File: src/rtl/corr_pkg.sv
package corr_pkg;
  // Weight one sample by a coefficient bit: 1 -> +sample, 0 -> -sample.
  function automatic int weigh(input int s, input logic c);
    return c ? s : -s;
  endfunction

  // Sum width that holds NUM_TAP full-scale samples without overflow.
  function automatic int sum_width(input int samp_w, input int taps);
    return samp_w + $clog2(taps) + 1;
  endfunction
endpackage

File: src/rtl/corr_coef_mem.sv
module corr_coef_mem #(
  parameter int MWIDTH = 4,
  parameter int ROWS   = 12,
  parameter int ROW_AW = 4
) (
  input  logic                     clk,
  input  logic                     we,
  input  logic [ROW_AW-1:0]        row,
  input  logic [MWIDTH-1:0]        wdata,
  output logic                     wr_hit,
  output logic [ROWS*MWIDTH-1:0]   rows_flat
);
  logic [MWIDTH-1:0] mem [ROWS];

  assign wr_hit = we && (int'(row) < ROWS);

  always_ff @(posedge clk) begin
    if (wr_hit) mem[row] <= wdata;
  end

  for (genvar r = 0; r < ROWS; r++) begin : g_pack
    assign rows_flat[r*MWIDTH +: MWIDTH] = mem[r];
  end
endmodule

File: src/rtl/corr_tap_line.sv
module corr_tap_line #(
  parameter int SAMP_W = 8,
  parameter int DEPTH  = 15
) (
  input  logic                     clk,
  input  logic                     rst,
  input  logic                     shift,
  input  logic [SAMP_W-1:0]        din,
  output logic [DEPTH*SAMP_W-1:0]  taps_flat
);
  logic [SAMP_W-1:0] taps [DEPTH];

  always_ff @(posedge clk) begin
    if (rst) begin
      for (int i = 0; i < DEPTH; i++) taps[i] <= '0;
    end else if (shift) begin
      taps[0] <= din;
      for (int i = 1; i < DEPTH; i++) taps[i] <= taps[i-1];
    end
  end

  for (genvar i = 0; i < DEPTH; i++) begin : g_pack
    assign taps_flat[i*SAMP_W +: SAMP_W] = taps[i];
  end
endmodule

File: src/rtl/corr_dot.sv
module corr_dot #(
  parameter int SAMP_W  = 8,
  parameter int NUM_TAP = 16,
  parameter int SUM_W   = 13
) (
  input  logic [NUM_TAP*SAMP_W-1:0] window,
  input  logic [NUM_TAP-1:0]        pattern,
  output logic [SUM_W-1:0]          sum
);
  import corr_pkg::*;
  int acc;

  always_comb begin
    acc = 0;
    for (int b = 0; b < NUM_TAP; b++)
      acc = acc + weigh(int'($signed(window[b*SAMP_W +: SAMP_W])), pattern[b]);
  end

  assign sum = SUM_W'(acc);
endmodule

File: src/rtl/corr_delay.sv
module corr_delay #(
  parameter int WIDTH   = 13,
  parameter int LATENCY = 2
) (
  input  logic             clk,
  input  logic             rst,
  input  logic             in_v,
  input  logic [WIDTH-1:0] in_d,
  output logic             out_v,
  output logic [WIDTH-1:0] out_d
);
  logic             st_v [LATENCY];
  logic [WIDTH-1:0] st_d [LATENCY];

  always_ff @(posedge clk) begin
    if (rst) begin
      for (int i = 0; i < LATENCY; i++) begin
        st_v[i] <= 1'b0;
        st_d[i] <= '0;
      end
    end else begin
      st_v[0] <= in_v;
      st_d[0] <= in_d;
      for (int i = 1; i < LATENCY; i++) begin
        st_v[i] <= st_v[i-1];
        st_d[i] <= st_d[i-1];
      end
    end
  end

  assign out_v = st_v[LATENCY-1];
  assign out_d = st_d[LATENCY-1];
endmodule

File: src/rtl/binary_correlator.sv
module binary_correlator #(
  parameter int SAMP_W       = 8,
  parameter int NUM_TAP      = 16,
  parameter int MWIDTH       = 4,
  parameter int NUM_COEF_SEQ = 3,
  parameter int LATENCY      = 2,
  localparam int ROWS_PER_SEQ = NUM_TAP / MWIDTH,
  localparam int ROWS         = ROWS_PER_SEQ * NUM_COEF_SEQ,
  localparam int ROW_AW       = (ROWS > 1) ? $clog2(ROWS) : 1,
  localparam int SEL_W        = $clog2(NUM_COEF_SEQ + 1),
  localparam int SUM_W        = corr_pkg::sum_width(SAMP_W, NUM_TAP)
) (
  input  logic              clk,
  input  logic              rst,
  input  logic              cfg_we,
  input  logic [ROW_AW-1:0] cfg_row,
  input  logic [MWIDTH-1:0] cfg_data,
  input  logic              samp_valid,
  input  logic [SAMP_W-1:0] samp_data,
  input  logic [SEL_W-1:0]  samp_sel,
  output logic              sum_valid,
  output logic [SUM_W-1:0]  sum_out
);
  logic                            wr_hit;
  logic [ROWS*MWIDTH-1:0]          rows_flat;
  logic [(NUM_TAP-1)*SAMP_W-1:0]   taps_flat;
  logic [NUM_TAP*SAMP_W-1:0]       window;
  logic [NUM_TAP-1:0]              pattern;
  logic [NUM_TAP-1:0]              pat_by_seq [NUM_COEF_SEQ];
  logic                            sel_ok;
  logic [SUM_W-1:0]                dot_sum;
  logic [SAMP_W-1:0]               hist_newest;

  corr_coef_mem #(.MWIDTH(MWIDTH), .ROWS(ROWS), .ROW_AW(ROW_AW)) u_mem (
    .clk(clk), .we(cfg_we), .row(cfg_row), .wdata(cfg_data),
    .wr_hit(wr_hit), .rows_flat(rows_flat)
  );

  corr_tap_line #(.SAMP_W(SAMP_W), .DEPTH(NUM_TAP-1)) u_taps (
    .clk(clk), .rst(rst), .shift(samp_valid), .din(samp_data),
    .taps_flat(taps_flat)
  );

  // Window index 0 is the incoming sample, index k the sample k steps older.
  assign window      = {taps_flat, samp_data};
  assign hist_newest = taps_flat[SAMP_W-1:0];

  // Patterns are contiguous in the row store, bit 0 in the low bit of the first row.
  for (genvar s = 0; s < NUM_COEF_SEQ; s++) begin : g_seq
    assign pat_by_seq[s] = rows_flat[s*NUM_TAP +: NUM_TAP];
  end

  assign sel_ok  = int'(samp_sel) < NUM_COEF_SEQ;
  assign pattern = sel_ok ? pat_by_seq[samp_sel] : pat_by_seq[0];

  corr_dot #(.SAMP_W(SAMP_W), .NUM_TAP(NUM_TAP), .SUM_W(SUM_W)) u_dot (
    .window(window), .pattern(pattern), .sum(dot_sum)
  );

  corr_delay #(.WIDTH(SUM_W), .LATENCY(LATENCY)) u_dly (
    .clk(clk), .rst(rst), .in_v(samp_valid), .in_d(dot_sum),
    .out_v(sum_valid), .out_d(sum_out)
  );
endmodule

File: config.mk
export PLATFORM = sky130hd
export DESIGN_NAME = binary_correlator
export DESIGN_NICKNAME = d
export VERILOG_FILES = /design/src/rtl/corr_pkg.sv /design/src/rtl/corr_coef_mem.sv /design/src/rtl/corr_tap_line.sv /design/src/rtl/corr_dot.sv /design/src/rtl/corr_delay.sv /design/src/rtl/binary_correlator.sv
export SDC_FILE = /design/constraint.sdc
export NUM_CORES = 1
export LEC_CHECK = 0
export ABC_AREA = 1
export CAP_MARGIN = 20
export CORE_MARGIN = 2
export CORE_UTILIZATION = 35
export DETAILED_ROUTE_END_ITERATION = 10
export PLACE_DENSITY_LB_ADDON = 0.12
export SKIP_LAST_GASP = 1
export SYNTH_ARGS = -nofsm -noshare
export SYNTH_HDL_FRONTEND = slang
export SYNTH_SLANG_ARGS = --single-unit
File: constraint.sdc
create_clock -name clk -period 7.8 [get_ports clk]
set_input_delay 1.17 -clock clk [delete_from_list [all_inputs] [get_ports clk]]
set_output_delay 1.17 -clock clk [all_outputs]
set_load 0.05 [all_outputs]
### Yosys cells after proc, flatten, opt, wreduce, memory -nomap -nowiden

Memories as Yosys holds them, arrays and structs flattened.
Index checks and enable logic that the tools add are counted.

| storage, ports and cells | value |
|---|---|
| register bits after elaboration | 0 |
| RAM bits | 196 |
| input port bits | 22 |
| memories | 4 |

| operators by class | value |
|---|---|
| $add $sub $neg | 31 |
| magnitude comparators | 3 |
| multiplexer cells | 47 |
| bitwise logic cells | 20 |
| reduce and logical (&&, ||, !) cells | 1 |

Memories:

| name | depth | bits a word | rd ports | clocked after memory_dff | wr ports | RTL line | source |
|---|---|---|---|---|---|---|---|
| u_taps.taps | 15 | 8 | 15 | 0 | 15 | corr_tap_line.sv:11 | `logic [SAMP_W-1:0] taps [DEPTH];` |
| u_mem.mem | 12 | 4 | 12 | 0 | 1 | corr_coef_mem.sv:13 | `logic [MWIDTH-1:0] mem [ROWS];` |
| u_dly.st_d | 2 | 13 | 2 | 0 | 2 | corr_delay.sv:13 | `logic [WIDTH-1:0] st_d [LATENCY];` |
| u_dly.st_v | 2 | 1 | 2 | 0 | 2 | corr_delay.sv:12 | `logic st_v [LATENCY];` |

Operators with widths:

| kind | count |
|---|---|
| 2-to-1 mux 13 bit | 18 |
| negation 8 -> 13 bit | 16 |
| adder 13 bit | 15 |
| 2-to-1 mux 8 bit | 15 |
| 2-to-1 mux 16 bit | 3 |
| binary-select mux 16 bit (select 2 bit) | 1 |
| OR 1 bit | 19 |
| 2-to-1 mux 1 bit | 10 |
| less-than comparator 4 bit, second input constant | 1 |
| >= comparator 3 bit, second input constant | 1 |
| NOT 2 -> 3 bit | 1 |
| less-than comparator 2 bit, second input constant | 1 |
| logical AND 1 bit | 1 |

### Depth between registers and ports, before layout

| depth | value |
|---|---|
| word-level depth | 22 |
| depth in mapped cells | 37 |

### By module

A second synthesis with hierarchy kept.

| second synthesis, totals | value |
|---|---|
| cells, all modules | 1759 |
| area total of the unflattened synthesis | 15621.2 um2 |

By module, submodules not included:

| module | instances | cells each | area an instance (um2) | seq. area each (um2) |
|---|---|---|---|---|
| corr_dot | 1 | 1101 | 7878.8 | 0.0 |
| corr_tap_line | 1 | 376 | 4843.4 | 3603.5 |
| corr_coef_mem | 1 | 77 | 1566.5 | 1441.4 |
| corr_delay | 1 | 100 | 904.6 | 560.5 |
| binary_correlator | 1 | 105 | 427.9 | 0.0 |

### Worst setup path after synthesis

No wires, ideal clock.

| timing path | value |
|---|---|
| kind | input -> register |
| start point | input samp_sel[1] |
| end point | memory u_dly.st_d[0][11] |
| arrival time | 6.666 ns |
| required time | 7.681 ns |
| slack | 1.014 ns |
| stages | 30 |
| path buffers | 1 |
| cell sequence | inv_4 -> nand2_8 -> buf_4 -> nand2_1 -> nand2_2 -> a31oi_1 -> xor2_1 -> inv_1 -> fa_1 -> inv_1 -> fa_1 -> fa_1 -> fa_1 -> fa_1 -> inv_1 -> fa_1 -> inv_1 -> ha_1 -> a21oi_1 -> nor2_1 -> nor2_1 -> o21ai_0 -> a21oi_1 -> nor2_1 -> nor2_1 -> nor2_1 -> o21ai_0 -> nand2_1 -> o21ai_0 -> a21oi_1 |

RTL lines:

| item | RTL line | source |
|---|---|---|
| start: declaration | binary_correlator.sv:20 | `input logic [SEL_W-1:0] samp_sel,` |
| end: declaration | corr_delay.sv:13 |  |

==> metrics.md <==
| Metric | Value |
|---|---|
| Final non-filler cell total | `~2,200` |
| Top Layer Used | `met4` |
| Maximum clock frequency | `roughly 140 MHz` |
| Cell taking the most area after synthesis | `edfxtp_1` |
| Slew Limit Headroom | `between 20% and 30%` |
| DR iter-0 viols | `~610` |
| Top cell type's share of synthesized area | `about a third` |
| Fin Hold WS | `0.401 ns` |
| # rows | `75` |
| Final HPWL from detailed placement | `between 20,000 and 30,000 µm` |
| # DRC | `0` |
| Worst path slowest cell | `fa_2` |
| Final Cycle Share | `a little over nine tenths` |
| ANT cells | `0` |
| Commonest cells post-synth | `inv_1 (386), nor2_1 (262), nand2_1 (244)` |
| Num CTS Buffers | `17` |
| Final wirelength | `36,200 µm` |
| H-tree depth | `4` |
| Drt wl/cell | `between 15 and 20 µm` |
| Mapped Cells | `roughly 1,600` |
| Met2 wire length | `about 17,000 µm` |
| Layout Nets | `around 1,900` |
| Synth warn | `0` |
| Pre-CTS setup slack | `-0.121 ns` |
| Core Area | `~0.042 mm²` |
| Number of synthesized flops with an enable pin | `~170` |
| Crit path DAT | `7.72 ns` |
| GPL Wtd Cong | `slightly below 0.9` |
| CTS tree | `built` |
| Mapped cell area | `between 0.01 and 0.015 mm²` |
| Die Footprint | `~0.044 mm²` |
| Post-synth top flop | `edfxtp_1` |
| Setup Skew | `approximately 0.020 ns` |
| Synthesis-to-finish area growth | `11.2%` |
| Max-cap violations | `0` |
| Status | `completed` |
| CP Capture Type | `flop` |
| FF+latch count, synth | `approximately 200` |
| Reg clk slew, reported paths | `0.07 ns` |
| Hold Vio Cnt, Final | `0` |
| Worst hold path type | `reg -> reg` |
| Sink Count | `196` |
| Post-CTS Hold Buffers | `0` |
| Synthesized area per cell | `just over 9 µm²` |
| # fillers | `approximately 4,200` |
| Setup crit start kind | `input port` |
| Layout cells sized above 1 | `under 10%` |
| Worst skew pair latency | `approximately 0.48 ns` |
| Req. time, crit path | `between 8 and 9 ns` |
| CP top delay family | `adder cells` |
| Final setup vio count | `0` |
| Setup ws final | `0.447 ns` |
| Final ANT Viol Nets | `0` |
| Gr ovfl total | `0` |
| Die Ht | `around 210 µm` |
| CTS Root Cell | `clkbuf_16` |
| Pin count of the biggest net entering global routing | `a little over 80` |
| Top Ports | `36` |
| Placed insts | `between 2,000 and 2,500` |
| GRT Overall Usage | `17.7%` |
| Max Buffers Root-to-Sink | `2` |
| Initial Util | `a little over a third` |
| Sequential share of the synthesized area | `37.7%` |
| Synth area leaders | `edfxtp_1 (34%), fa_1 (21%), inv_1 (9.7%)` |
| TNS Setup | `0 ns` |
| CP peak stage delay | `approximately 0.61 ns` |
| Vias per inst | `around 4.5` |
| Met3 WL | `1270 µm` |
| Minimum clock period | `7.35 ns` |
| Number of global-route vias before repair | `between 10,000 and 15,000` |
| Asr flop ratio synth | `0%` |
| RSZ-0062 raised after global routing | `false` |
| Most frequent cell after synthesis | `inv_1` |
| Worst-Margin Slew | `1.06 ns` |
| Global-route wire length before repair | `58,500 µm` |
| Die X | `approximately 210 µm` |
| Initial antenna violation count | `0` |
| # port buffers | `35` |
| Syn nets | `between 1,500 and 2,000` |
| Slew Limit Fails | `0` |
| Crit path max fanout | `12` |
| Routed length on met1 | `between 15,000 and 20,000 µm` |
| Crit path kind | `in -> reg` |
| CP bufs+invs | `7` |
| DR vias | `~10,000` |
| Post-synth cell types | `37` |
| Pre-antenna DRT Iters | `5` |
## worst register-to-register path, delay by kind of cell (launching register included)
kind | cells | cell delay, ns
AOI/OAI and AO/OA | 7 | 1.23
adders and majority gates | 7 | 3.33
DFF | 1 | 0.51
buffers and inverters | 4 | 0.32
and+or+nand+nor | 8 | 1.13
## registers in the layout, summed over array words and instances, names as in the netlist
register / flops
u_taps.taps: 120
u_mem.mem: 48
u_dly.st_d: 26
u_dly.st_v: 2
## layout make-up
type	count	area (µm²)	area share [%]
Clock buffer	17	425	2.57
Clock inverter	15	174	1.05
Inverter	399	1500	9.09
Multi-Input combinational cell	1016	7610	46.0
Sequential cell	196	5610	33.9
Tap cell	539	674	4.08
Timing Repair Buffer	58	543	3.28
## cell usage in the layout, fill, tap and decap left out, types with 5 or more instances in the layout
cell             synthesis  routed
a31oi_1                 15      14
dfxtp_1                 28      28
nand4_1                  7       7
inv_2                   10      10
ha_1                    34      34
clkbuf_16                0      17
fa_1                   157     156
nor2_1                 262     262
xor2_1                  89      88
buf_4                   16      21
inv_1                  386     386
clkdlybuf4s50_1          0      34
o21ai_0                 49      49
nand2_4                  5       5
nor3_1                  23      23
nand3_1                 52      52
nand2_2                 18      18
a21oi_1                 36      36
nand2_1                244     243
edfxtp_1               168     168
## worst paths after layout
path | start | slack [ns] | endpoint | depth (start not counted)
worst max-delay path | samp_sel[1] | 0.45 | u_dly.st_d[0][11] | 32
worst min-delay path | u_dly.st_d[0][4] | 0.40 | u_dly.st_d[0][17] | 2
worst max register to register | u_taps.taps[0][44] | 1.17 | u_dly.st_d[0][12] | 26
worst min register to register | u_dly.st_d[0][4] | 0.40 | u_dly.st_d[0][17] | 2
## per-layer routing
layer	up-vias	track usage (%)
li1	5065	-
met1	4936	24.4
met2	152	28.5
met3	23	3.58
met4	0	4.28
met5	-	0
## metrics by stage
stage | utilization (%) | cell area, µm²
6_report | 39.4 | 16500
5_1_grt | 39.4 | 16500
4_1_cts | 39.4 | 16500
3_5_place_dp | 37.9 | 15900
3_3_place_gp | 37.9 | 15900
2_1_floorplan | - | 14900
## cell families after synthesis
family,synth area share [%]
flip-flops,37.7
buffers and inverters,11.4
adder cells (fa/ha/maj),24.0
AO/OA/AOI/OAI,4.32
XOR/XNOR,5.42
AND/OR/NAND/NOR,17.2
## what timing repair did
item                       in CTS  in global routing
setup endpoints to repair       0                  2
buffers inserted                0                  0
gates resized for setup         0                  4
Power is not shown: default switching activity piles up to over one toggle a cycle in this logic, so the estimate is an artifact.
